**src/rtl/csi_pkt_pkg.sv**
```systemverilog
package csi_pkt_pkg;

   localparam int WORD_W = 32;
   localparam int BYTES  = WORD_W / 8;
   localparam int VC_W   = 2;
   localparam int VC_N   = 1 << VC_W;
   localparam int DT_W   = 6;
   localparam int WC_W   = 16;
   localparam int HDR_W  = DT_W + VC_W + WC_W;
   localparam int ECC_W  = 6;
   localparam int ST_W   = 5;
   localparam int IRQ_W  = 3;

   localparam int ST_PHY   = 0;
   localparam int ST_FIX   = 1;
   localparam int ST_HDR   = 2;
   localparam int ST_CRC   = 3;
   localparam int ST_PROTO = 4;

   typedef struct packed {
      logic [WC_W-1:0] wc;
      logic [VC_W-1:0] vc;
      logic [DT_W-1:0] dt;
   } csi_hdr_t;

   // column of header bit idx: weight-3 codes ascending, then weight-5 codes
   function automatic logic [ECC_W-1:0] ecc_col(input int idx);
      int n;
      logic [ECC_W-1:0] res;
      n   = 0;
      res = '0;
      for (int w = 3; w <= 5; w += 2) begin
         for (int v = 0; v < (1 << ECC_W); v++) begin
            if ($countones(v[ECC_W-1:0]) == w) begin
               if (n == idx) res = v[ECC_W-1:0];
               n++;
            end
         end
      end
      return res;
   endfunction

   function automatic logic [ECC_W-1:0] ecc_calc(input logic [HDR_W-1:0] d);
      logic [ECC_W-1:0] e;
      e = '0;
      for (int i = 0; i < HDR_W; i++) begin
         if (d[i]) e = e ^ ecc_col(i);
      end
      return e;
   endfunction

   function automatic logic [15:0] bit_rev16(input logic [15:0] v);
      logic [15:0] r;
      for (int i = 0; i < 16; i++) r[i] = v[15-i];
      return r;
   endfunction

   function automatic logic [15:0] crc_byte(input logic [15:0] c, input logic [7:0] b,
                                            input logic [15:0] poly_rev);
      logic [15:0] r;
      r = c;
      for (int i = 0; i < 8; i++) begin
         if (r[0] ^ b[i]) r = (r >> 1) ^ poly_rev;
         else             r = r >> 1;
      end
      return r;
   endfunction

endpackage

```
**src/rtl/csi_hdr_ecc.sv**
```systemverilog
module csi_hdr_ecc
   import csi_pkt_pkg::*;
#(
   parameter bit ECC_CORRECT = 1'b1
)(
   input  logic [HDR_W+ECC_W-1:0] word,
   output csi_hdr_t               hdr,
   output logic                   fixed,
   output logic                   bad
);

   logic [HDR_W-1:0] raw;
   logic [ECC_W-1:0] syn;
   logic [HDR_W-1:0] flip;
   logic             hit;

   assign raw = word[HDR_W-1:0];
   assign syn = ecc_calc(raw) ^ word[HDR_W+ECC_W-1:HDR_W];

   always_comb begin
      flip = '0;
      hit  = 1'b0;
      for (int i = 0; i < HDR_W; i++) begin
         if (syn == ecc_col(i)) begin
            flip[i] = 1'b1;
            hit     = 1'b1;
         end
      end
   end

   generate
      if (ECC_CORRECT) begin : g_sec
         logic repairable;
         assign repairable = (^syn) && (hit || ($countones(syn) == 1));
         assign hdr   = csi_hdr_t'(raw ^ flip);
         assign fixed = (syn != '0) && repairable;
         assign bad   = (syn != '0) && !repairable;
      end else begin : g_det
         logic unused_hit;
         assign unused_hit = hit ^ (^flip);
         assign hdr   = csi_hdr_t'(raw);
         assign fixed = 1'b0;
         assign bad   = (syn != '0);
      end
   endgenerate

endmodule

```
**src/rtl/csi_crc_word.sv**
```systemverilog
module csi_crc_word
   import csi_pkt_pkg::*;
#(
   parameter logic [15:0] POLY = 16'h1021,
   parameter int          NB   = BYTES
)(
   input  logic [15:0]     crc_in,
   input  logic [8*NB-1:0] data,
   input  logic [NB-1:0]   en,
   output logic [15:0]     crc_out
);

   localparam logic [15:0] POLY_REV = bit_rev16(POLY);

   always_comb begin
      crc_out = crc_in;
      for (int k = 0; k < NB; k++) begin
         if (en[k]) crc_out = crc_byte(crc_out, data[8*k +: 8], POLY_REV);
      end
   end

endmodule

```
**src/rtl/csi_pkt_check.sv**
```systemverilog
module csi_pkt_check
   import csi_pkt_pkg::*;
#(
   parameter int          SHORT_DT_LAST = 15,
   parameter logic [15:0] CRC_POLY      = 16'h1021,
   parameter logic [15:0] CRC_SEED      = 16'hFFFF,
   parameter bit          ECC_CORRECT   = 1'b1,
   parameter bit          ZERO_PAD      = 1'b1
)(
   input  logic              clk,
   input  logic              rst_n,
   input  logic              in_valid,
   input  logic              in_sot,
   input  logic [WORD_W-1:0] in_data,
   input  logic              in_phy_err,
   input  logic [VC_N-1:0]   vc_enable,
   input  logic [IRQ_W-1:0]  irq_enable,
   input  logic [ST_W-1:0]   status_clr,
   output logic              sp_valid,
   output logic [VC_W-1:0]   sp_vc,
   output logic [DT_W-1:0]   sp_dt,
   output logic [WC_W-1:0]   sp_data,
   output logic              pay_valid,
   output logic [WORD_W-1:0] pay_data,
   output logic [BYTES-1:0]  pay_keep,
   output logic              pay_first,
   output logic              pay_last,
   output logic [VC_W-1:0]   pay_vc,
   output logic [DT_W-1:0]   pay_dt,
   output logic              end_valid,
   output logic              end_crc_err,
   output logic              end_trunc,
   output logic [ST_W-1:0]   status,
   output logic              irq
);

   localparam int CNT_W = WC_W + 2;

   generate
      if (SHORT_DT_LAST < 0 || SHORT_DT_LAST >= (1 << DT_W)) begin : g_bad_dt
         $fatal(1, "SHORT_DT_LAST outside the data type range");
      end
      if (!CRC_POLY[0]) begin : g_bad_poly
         $fatal(1, "CRC_POLY needs the x^0 term");
      end
   endgenerate

   typedef enum logic [1:0] {S_IDLE, S_BODY, S_SKIP} state_t;

   state_t            st;
   logic [CNT_W-1:0]  pos;
   logic [WC_W-1:0]   wc_r;
   logic              acc_r;
   logic [VC_W-1:0]   vc_r;
   logic [DT_W-1:0]   dt_r;
   logic [15:0]       crc_r;
   logic [15:0]       rxcrc_r;

   csi_hdr_t          hdr;
   logic              hdr_fixed;
   logic              hdr_bad;
   logic              hdr_short;

   logic              is_hdr;
   logic              body_word;
   logic              trunc;
   logic              stray;

   logic [CNT_W-1:0]  wc_ext;
   logic [CNT_W-1:0]  bpos [BYTES];
   logic [BYTES-1:0]  keep_c;
   logic [15:0]       rx_next;
   logic [15:0]       crc_next;
   logic              last_c;
   logic              pay_last_c;
   logic              crc_bad_c;
   logic [WORD_W-1:0] pay_data_c;

   csi_hdr_ecc #(.ECC_CORRECT(ECC_CORRECT)) u_ecc (
      .word  (in_data[HDR_W+ECC_W-1:0]),
      .hdr   (hdr),
      .fixed (hdr_fixed),
      .bad   (hdr_bad)
   );

   csi_crc_word #(.POLY(CRC_POLY), .NB(BYTES)) u_crc (
      .crc_in  (crc_r),
      .data    (in_data),
      .en      (keep_c),
      .crc_out (crc_next)
   );

   assign hdr_short = (int'(hdr.dt) <= SHORT_DT_LAST);
   assign is_hdr    = in_valid && in_sot;
   assign body_word = in_valid && !in_sot && (st == S_BODY);
   assign trunc     = is_hdr && (st == S_BODY);
   assign stray     = in_valid && !in_sot && (st == S_IDLE);
   assign wc_ext    = CNT_W'(wc_r);

   always_comb begin
      rx_next = rxcrc_r;
      for (int k = 0; k < BYTES; k++) begin
         bpos[k]   = pos + CNT_W'(k);
         keep_c[k] = body_word && (bpos[k] < wc_ext);
         if (bpos[k] == wc_ext)               rx_next[7:0]  = in_data[8*k +: 8];
         if (bpos[k] == wc_ext + CNT_W'(1))   rx_next[15:8] = in_data[8*k +: 8];
      end
   end

   assign last_c     = (pos + CNT_W'(BYTES)) >= (wc_ext + CNT_W'(2));
   assign pay_last_c = (pos + CNT_W'(BYTES)) >= wc_ext;
   assign crc_bad_c  = (crc_next != rx_next);

   generate
      if (ZERO_PAD) begin : g_pad
         always_comb begin
            for (int k = 0; k < BYTES; k++) begin
               pay_data_c[8*k +: 8] = keep_c[k] ? in_data[8*k +: 8] : 8'h00;
            end
         end
      end else begin : g_raw
         assign pay_data_c = in_data;
      end
   endgenerate

   always_ff @(posedge clk) begin
      if (!rst_n) begin
         st          <= S_IDLE;
         pos         <= '0;
         wc_r        <= '0;
         acc_r       <= 1'b0;
         vc_r        <= '0;
         dt_r        <= '0;
         crc_r       <= CRC_SEED;
         rxcrc_r     <= '0;
         sp_valid    <= 1'b0;
         sp_vc       <= '0;
         sp_dt       <= '0;
         sp_data     <= '0;
         pay_valid   <= 1'b0;
         pay_data    <= '0;
         pay_keep    <= '0;
         pay_first   <= 1'b0;
         pay_last    <= 1'b0;
         pay_vc      <= '0;
         pay_dt      <= '0;
         end_valid   <= 1'b0;
         end_crc_err <= 1'b0;
         end_trunc   <= 1'b0;
      end else begin
         sp_valid    <= 1'b0;
         pay_valid   <= 1'b0;
         end_valid   <= 1'b0;
         end_crc_err <= 1'b0;
         end_trunc   <= 1'b0;
         if (is_hdr) begin
            if (trunc && acc_r) begin
               end_valid <= 1'b1;
               end_trunc <= 1'b1;
            end
            if (hdr_bad) begin
               st <= S_SKIP;
            end else if (hdr_short) begin
               st <= S_IDLE;
               if (vc_enable[hdr.vc]) begin
                  sp_valid <= 1'b1;
                  sp_vc    <= hdr.vc;
                  sp_dt    <= hdr.dt;
                  sp_data  <= hdr.wc;
               end
            end else begin
               st      <= S_BODY;
               pos     <= '0;
               wc_r    <= hdr.wc;
               acc_r   <= vc_enable[hdr.vc];
               vc_r    <= hdr.vc;
               dt_r    <= hdr.dt;
               crc_r   <= CRC_SEED;
               rxcrc_r <= '0;
            end
         end else if (body_word) begin
            pos     <= pos + CNT_W'(BYTES);
            crc_r   <= crc_next;
            rxcrc_r <= rx_next;
            if (acc_r && keep_c[0]) begin
               pay_valid <= 1'b1;
               pay_data  <= pay_data_c;
               pay_keep  <= keep_c;
               pay_first <= (pos == '0);
               pay_last  <= pay_last_c;
               pay_vc    <= vc_r;
               pay_dt    <= dt_r;
            end
            if (last_c) begin
               st <= S_IDLE;
               if (acc_r) begin
                  end_valid   <= 1'b1;
                  end_crc_err <= crc_bad_c;
               end
            end
         end
      end
   end

   logic [ST_W-1:0] st_set;

   always_comb begin
      st_set           = '0;
      st_set[ST_PHY]   = in_phy_err;
      st_set[ST_FIX]   = is_hdr && hdr_fixed;
      st_set[ST_HDR]   = is_hdr && hdr_bad;
      st_set[ST_CRC]   = body_word && last_c && acc_r && crc_bad_c;
      st_set[ST_PROTO] = trunc || stray;
   end

   always_ff @(posedge clk) begin
      if (!rst_n) status <= '0;
      else        status <= (status & ~status_clr) | st_set;
   end

   assign irq = (irq_enable[0] && status[ST_PHY])
             || (irq_enable[1] && (status[ST_HDR] || status[ST_CRC]))
             || (irq_enable[2] && status[ST_PROTO]);

endmodule

```
**config.mk**
```make
export PLATFORM = sky130hd
export DESIGN_NAME = csi_pkt_check
export DESIGN_NICKNAME = d
export VERILOG_FILES = /design/src/rtl/csi_pkt_pkg.sv /design/src/rtl/csi_hdr_ecc.sv /design/src/rtl/csi_crc_word.sv /design/src/rtl/csi_pkt_check.sv
export SDC_FILE = /design/constraint.sdc
export NUM_CORES = 1
export LEC_CHECK = 0
export BUFFER_PORTS_ARGS = -buffer_cell sky130_fd_sc_hd__buf_2
export CAP_MARGIN = 20
export CELL_PAD_IN_SITES_DETAIL_PLACEMENT = 1
export CELL_PAD_IN_SITES_GLOBAL_PLACEMENT = 2
export CORE_MARGIN = 2
export CORE_UTILIZATION = 33
export CTS_CLUSTER_SIZE = 25
export DETAILED_ROUTE_END_ITERATION = 10
export PLACE_DENSITY_LB_ADDON = 0.1
export SLEW_MARGIN = 30
export SYNTH_ARGS = -nofsm -noshare
export SYNTH_HDL_FRONTEND = slang
export SYNTH_SLANG_ARGS = --single-unit
```
**constraint.sdc**
```tcl
create_clock -name clk -period 5.1 [get_ports clk]
set_clock_uncertainty 0.15 [all_clocks]
set_input_delay 0.255 -clock clk [delete_from_list [all_inputs] [get_ports clk]]
set_output_delay 0.255 -clock clk [all_outputs]
set_load 0.05 [all_outputs]
```
Word-level counts from Yosys, hierarchy flattened

Cells that the tools add are included.

Memories kept: 0
Logic and storage cells: 2794
Bits in latches: 0
Flip-flop bits (word level): 157
Bits of input ports: 49
Memory bits (read-only): 0
Output and inout bits: 81
RAM bits: 0

Reduce and logical (&&, ||, !) cells: 69
Multiply operators: 0
Divide/modulo/power cells: 0
Bitwise logic cells: 99
Equal/unequal tests: 612
Order comparisons: 8
Mux-type cells: 1396
$add $sub $neg: 587
Shifts and indexed selects: 0

Operators by type and width:

| operator              | number |
|---|---|
| $mux 32               | 600 |
| $add 32x2->32 const B | 576 |
| $eq 32x5->1 const B   | 200 |
| $eq 32x6->1 const B   | 200 |
| $mux 6                | 553 |
| $eq 32x4->1 const B   | 100 |
| $eq 32x3->1 const B   | 50 |
| $mux 16               | 72 |
| $eq 32x2->1 const B   | 26 |
| $logic_not 32->1      | 25 |
| $mux 5                | 47 |
| $mux 4                | 47 |
| $xor 6x6->6           | 24 |
| $mux 8                | 12 |
| $not 2->3             | 32 |
| $eq 6x6->1 const B    | 13 |
| $eq 18x16->1          | 4 |
| $lt 18x16->1          | 4 |
| $mux 18               | 4 |
| $add 32x32->32        | 2 |
| $mux 1                | 56 |
| $eq 18x18->1          | 3 |
| $eq 6x5->1 const B    | 7 |
| $add 18x2->18 const B | 2 |
| other kinds (37)      | 112 |

Depth between registers and ports, before layout

Depth after elaboration: 130
Mapped depth: 25
Mapped depth without buffers: 22

Cells and area by module

From an unflattened synthesis, not the netlist that was laid out.

Cell total of the unflattened synthesis: 1803
Area total of the unflattened synthesis: 14282.4 um^2

By module, submodules not included:

| module        | seq. area each (um^2) | cells each | area an instance (um^2) | times used |
|---|---|---|---|---|
| csi_pkt_check | 3103.0                | 1232       | 9653.0                  | 1 |
| csi_crc_word  | 0.0                   | 379        | 3151.8                  | 1 |
| csi_hdr_ecc   | 0.0                   | 192        | 1477.7                  | 1 |

Least setup slack after synthesis

OpenSTA, ideal clock, no wires.

Kind: reg2reg
Start: register wc_r[8]
End: register status[3]
Path buffers: 1
Stages on the path, launching flop included: 20
Setup time: 0.132 ns
Data required time: 4.818 ns
Path slack: -0.263 ns
Period minus slack after synthesis: 5.363 ns
Arrival: 5.080 ns
Cell sequence: dfxtp_1 > clkbuf_1 > inv_1 > ha_1 > o21ai_0 > nor2_1 > o31ai_2 > nand4_1 > and3_4 > or3_1 > and2_2 > xnor3_1 > a21oi_2 > xnor3_1 > nor2_1 > xnor3_1 > or4_1 > a22o_1 > o221ai_1 > o211ai_1

Word-level cells in the longest chain between the ends: 60
Elaborated cells on any way between the ends: 129
Classes of those cells: 2 x add/sub; 5 x order compare; 9 x eq/ne; 57 x mux; 49 x bitwise; 7 x reduce/logical

RTL lines:

| what                                      | line                                  | RTL |
|---|---|---|
| start, declared                           | csi_pkt_check.sv:52                   | `logic [WC_W-1:0] wc_r;` |
| start signal, assigned                    | csi_pkt_check.sv:174                  | `wc_r <= hdr.wc;` |
| $lt 18x16->1                              | csi_pkt_check.sv:104                  | `keep_c[k] = body_word && (bpos[k] < wc_ext);` |
| $logic_and 1x1->1                         | csi_pkt_check.sv:104                  |  |
| $mux 16                                   | csi_crc_word.sv:18                    | `if (en[k]) crc_out = crc_byte(crc_out, data[8*k +: 8], POLY_REV);` |
| $xor 1x1->1, or another cell as far along | csi_pkt_pkg.sv:63                     | `if (r[0] ^ b[i]) r = (r >> 1) ^ poly_rev;` |
| $mux 16, on equally long branches         | csi_pkt_pkg.sv:63, csi_crc_word.sv:18 |  |
| $mux 16, or another cell as far along     | csi_crc_word.sv:18                    |  |
| $mux 16, on equally long branches         | csi_pkt_pkg.sv:63, csi_crc_word.sv:18 |  |
| $mux 16, or another cell as far along     | csi_crc_word.sv:18                    |  |
| (+44 left out)                            | -                                     |  |
| $mux 16, or another cell as far along     | csi_crc_word.sv:18                    |  |
| $mux 16, on equally long branches         | csi_pkt_pkg.sv:63, csi_crc_word.sv:18 |  |
| $mux 16, or another cell as far along     | csi_crc_word.sv:18                    |  |
| $mux 16                                   | csi_pkt_pkg.sv:63                     |  |
| $mux 16                                   | csi_crc_word.sv:18                    |  |
| $ne 16x16->1                              | csi_pkt_check.sv:112                  | `assign crc_bad_c = (crc_next != rx_next);` |
| $logic_and 1x1->1 (*)                     | csi_pkt_check.sv:212                  | `st_set[ST_CRC] = body_word && last_c && acc_r && crc_bad_c;` |
| $or 5x5->5 (*)                            | csi_pkt_check.sv:218                  | `else status <= (status & ~status_clr) \| st_set;` |
| end signal, assigned                      | csi_pkt_check.sv:218                  |  |
| end, declared                             | csi_pkt_check.sv:33                   | `output logic [ST_W-1:0] status,` |

Mark *: on every way between the ends. The rest lies on a longest branch, timed or not. The select of a mux whose other input is x is not followed.
A chain may end at the register's enable or synchronous reset.

Worst setup path after layout

Start: register wc_r[14]
End: register status[3]

Same word-level chain as after synthesis.

==> impl_metrics.ini <==
[run_status]
status = complete, but fails checks
violations = negative setup slack

[synthesis]
synth_area_leader_cell = dfxtp_1
syn_inst = 1766
synth-edff-count = 0
netlist.area_leader.share_pct = 21.88
yosysSeqAreaShare_pct = 21.88
async_flop_share_pct = 0
synthFlopType = dfxtp_1
avgSynthCellArea_sq_um = 8.031
netlist_area_sq_um = 14180
yosysWarningCount = 0
ys_ff_latch = 155
synth_area_leaders = dfxtp_1 22%, xnor2_1 9.3%, ha_1 7.8%
syn_nets = 1905
synth.distinct_cells = 101

[global_routing]
gr-usage-all-layers_pct = 28.76
met1_usage_pct = 36.59
met3_usage_pct = 4.510
first_global_vias = 14673
busiest_layer = met2
met2_usage_pct = 47.90
grt_pass1_wl_mm = 94.56
grt_max_degree = 70
antenna_found_initial = 0
overflow = 0

[timing]
worst_pin_slew_ps = 937.1
final.period_utilization_pct = 100.4
timing.final.hold_violations = 0
rsz0062_at_grt = true
fmax_ghz = 0.1953
drv_slew = 0
setup_viol = 1
post-route-min-period_ps = 5119
slew_headroom_pct = 37.31
setup_ws_ps = -19.42

[floorplanning]
ioPinCount = 130
start_util_pct = 33.59
rows = 75
dieWidth_um = 211.3
dieHeight_um = 211.3
core_area_sq_um = 42230
dieArea_sq_um = 44650

[pwr]
p_total_w = 0.006612
power_density_nw_per_um2 = 348.0
p_leak_nw = 8.434
ir_drop_mv = 0.2338

[cells_and_area]
drive_gt1_share_pct = 31.65
fin_cells = 2625
fillers = 5008
postLayoutCoreUtil_pct = 44.99
syn2layout_area_growth_pct = 33.94
layout.nets = 2211

[setup_path]
crit_required_ps = 5290
crit_path_start_kind = flop
path_max_fanout = 7
r2r_setup_slack_ps = -20
end_kind = flop
worst_ep_arrival_time_ps = 5310
critPathKind = reg -> reg

[clock_network]
clock_latency_ps = 480
clock_path_buffers = 2
cts_tree = done
clkTransAtPathRegs_ps = 80
htreeDepth = 4
clock-sinks = 155
root_buffer = clkbuf_16
cts_buffers = 17

[placement]
numPortBuffers = 129
place_inst = 2545
hpwl_mm = 50.34
place_congestion = 0.9128

[route]
drt_wl_total_mm = 64.02
drtPass1Iterations = 5
wl_per_cell_um = 24.39
vias = 14285
drtIter0Drc = 870
via_per_inst = 5.442
drc = 0
drtAntennaViolNets = 0

[run]
maxCapViolations = 0

[hold_path]
worstHoldPathType = in -> reg
==> layout make-up <==
| class | count | area [sq um] | area share [%] |
|---|---|---|---|
| Clock inverter | 13 | 146.4 | 0.7705 |
| Timing Repair Buffer | 451 | 3286 | 17.29 |
| Multi-Input combinational cell | 1392 | 11120 | 58.52 |
| Clock buffer | 19 | 442.9 | 2.331 |
| Inverter | 55 | 206.4 | 1.087 |
| Tap cell | 539 | 674.4 | 3.550 |
| Antenna cell | 1 | 2.502 | 0.01317 |
| Sequential cell | 155 | 3123 | 16.44 |
==> synthesized netlist by cell type (22+ instances only) <==
library cell,count
nor3_1,23
nor2_1,71
xnor3_1,22
dfxtp_1,155
xor2_1,61
inv_1,55
o21ai_0,76
a21oi_1,74
mux2i_1,28
o21a_1,30
nand2_1,216
nand3_1,106
o211a_1,47
and2_1,32
ha_1,88
xnor2_1,150
a21boi_0,59
clkbuf_1,137
==> logic make-up (layout without fill, tap and decap cells) <==
group	after synthesis	after routing	synth area share (%)
xor gates and xnor gates	245	245	18.24
muxes	32	32	2.399
and+or+nand+nor	583	583	20.71
other	0	1	0
AOI/OAI and AO/OA	442	442	22.62
adders and majority gates	90	90	8.045
buffers and inverters	219	538	6.104
DFF	155	155	21.88
==> repair_timing <==
action,CTS,global route
pin swaps,68,36
setup buffers,29,11
hold buffers,11,0
endpoints found under the hold margin,9,0
gates resized for setup,135,49
setup endpoints to repair,5,6
==> cells in the final DEF, fill, tap and decap left out, types with 30 or more instances in the layout <==
cell / instances
inv_1: 46
dfxtp_1: 139
buf_2: 128
nand3_1: 104
buf_4: 285
xnor2_1: 139
o21ai_0: 74
o211a_1: 46
and2_1: 30
a21boi_0: 59
nand2_1: 210
xor2_1: 59
ha_1: 71
a21oi_1: 66
nor2_1: 67
==> critical path, cell delays in order (launching register included) <==
cell and delay (ps):
dfxtp_2 340, inv_2 60, ha_4 270, nand4bb_4 130
nor3_4 280, buf_6 170, o31a_4 230, nor3_4 70
buf_6 130, mux2i_4 190, or3_1 340, a21oi_2 140
buf_4 130, xnor3_2 290, xnor3_2 450, o21a_1 230
or4_1 510, o211ai_1 150, nand4_1 170, nor4_2 250
buf_4 170, o211ai_1 100
==> routing by layer <==
| layer | vias to the layer above | share of wire (%) |
|---|---|---|
| met2 | 284 | 47 |
| li1 | 6818 | - |
| met1 | 7073 | 44 |
| met5 | - | 0 |
| met3 | 110 | 3.3 |
| met4 | 0 | 4.9 |
==> power by group <==
part	switching, W	internal [W]
clock	0.000647	0.000707
combinational	0.00230	0.00163
sequential	0.0000404	0.00129
==> through the flow <==
step           hold WS (ps)  worst slack [ps]  TNS, ps  area (sq um)
4_1_cts               8.455             4.132        0         18660
5_1_grt               25.95            -202.9   -303.8         19000
2_1_floorplan         228.8            -24.48   -24.48         14210
6_report              25.71            -19.42   -19.42         19000
3_3_place_gp          297.4            -342.0   -672.0         17070
3_5_place_dp          306.1            -447.6   -893.9         17070
==> registers in the layout, indices dropped and copies added (netlist names) <==
signal and cells:
pay_keep 4, sp_vc 2, wc_r 16, end_valid 1, pay_data 32, pos 16
status 5, pay_valid 1, sp_data 16, sp_valid 1, dt_r 6, pay_last 1
acc_r 1, sp_dt 6, crc_r 16, pay_first 1, rxcrc_r 16, st 2
vc_r 2, pay_vc 2, pay_dt 6, end_trunc 1, end_crc_err 1
==> final timing paths <==
kind | end | cells after the start | start
worst min-delay path | pay_data[11] | 3 | in_data[11]
worst min register to register | pay_dt[5] | 2 | dt_r[5]
worst max register to register | status[3] | 21 | wc_r[14]
worst max-delay path | status[3] | 21 | wc_r[14]
Power figures use the tool's default switching activity.
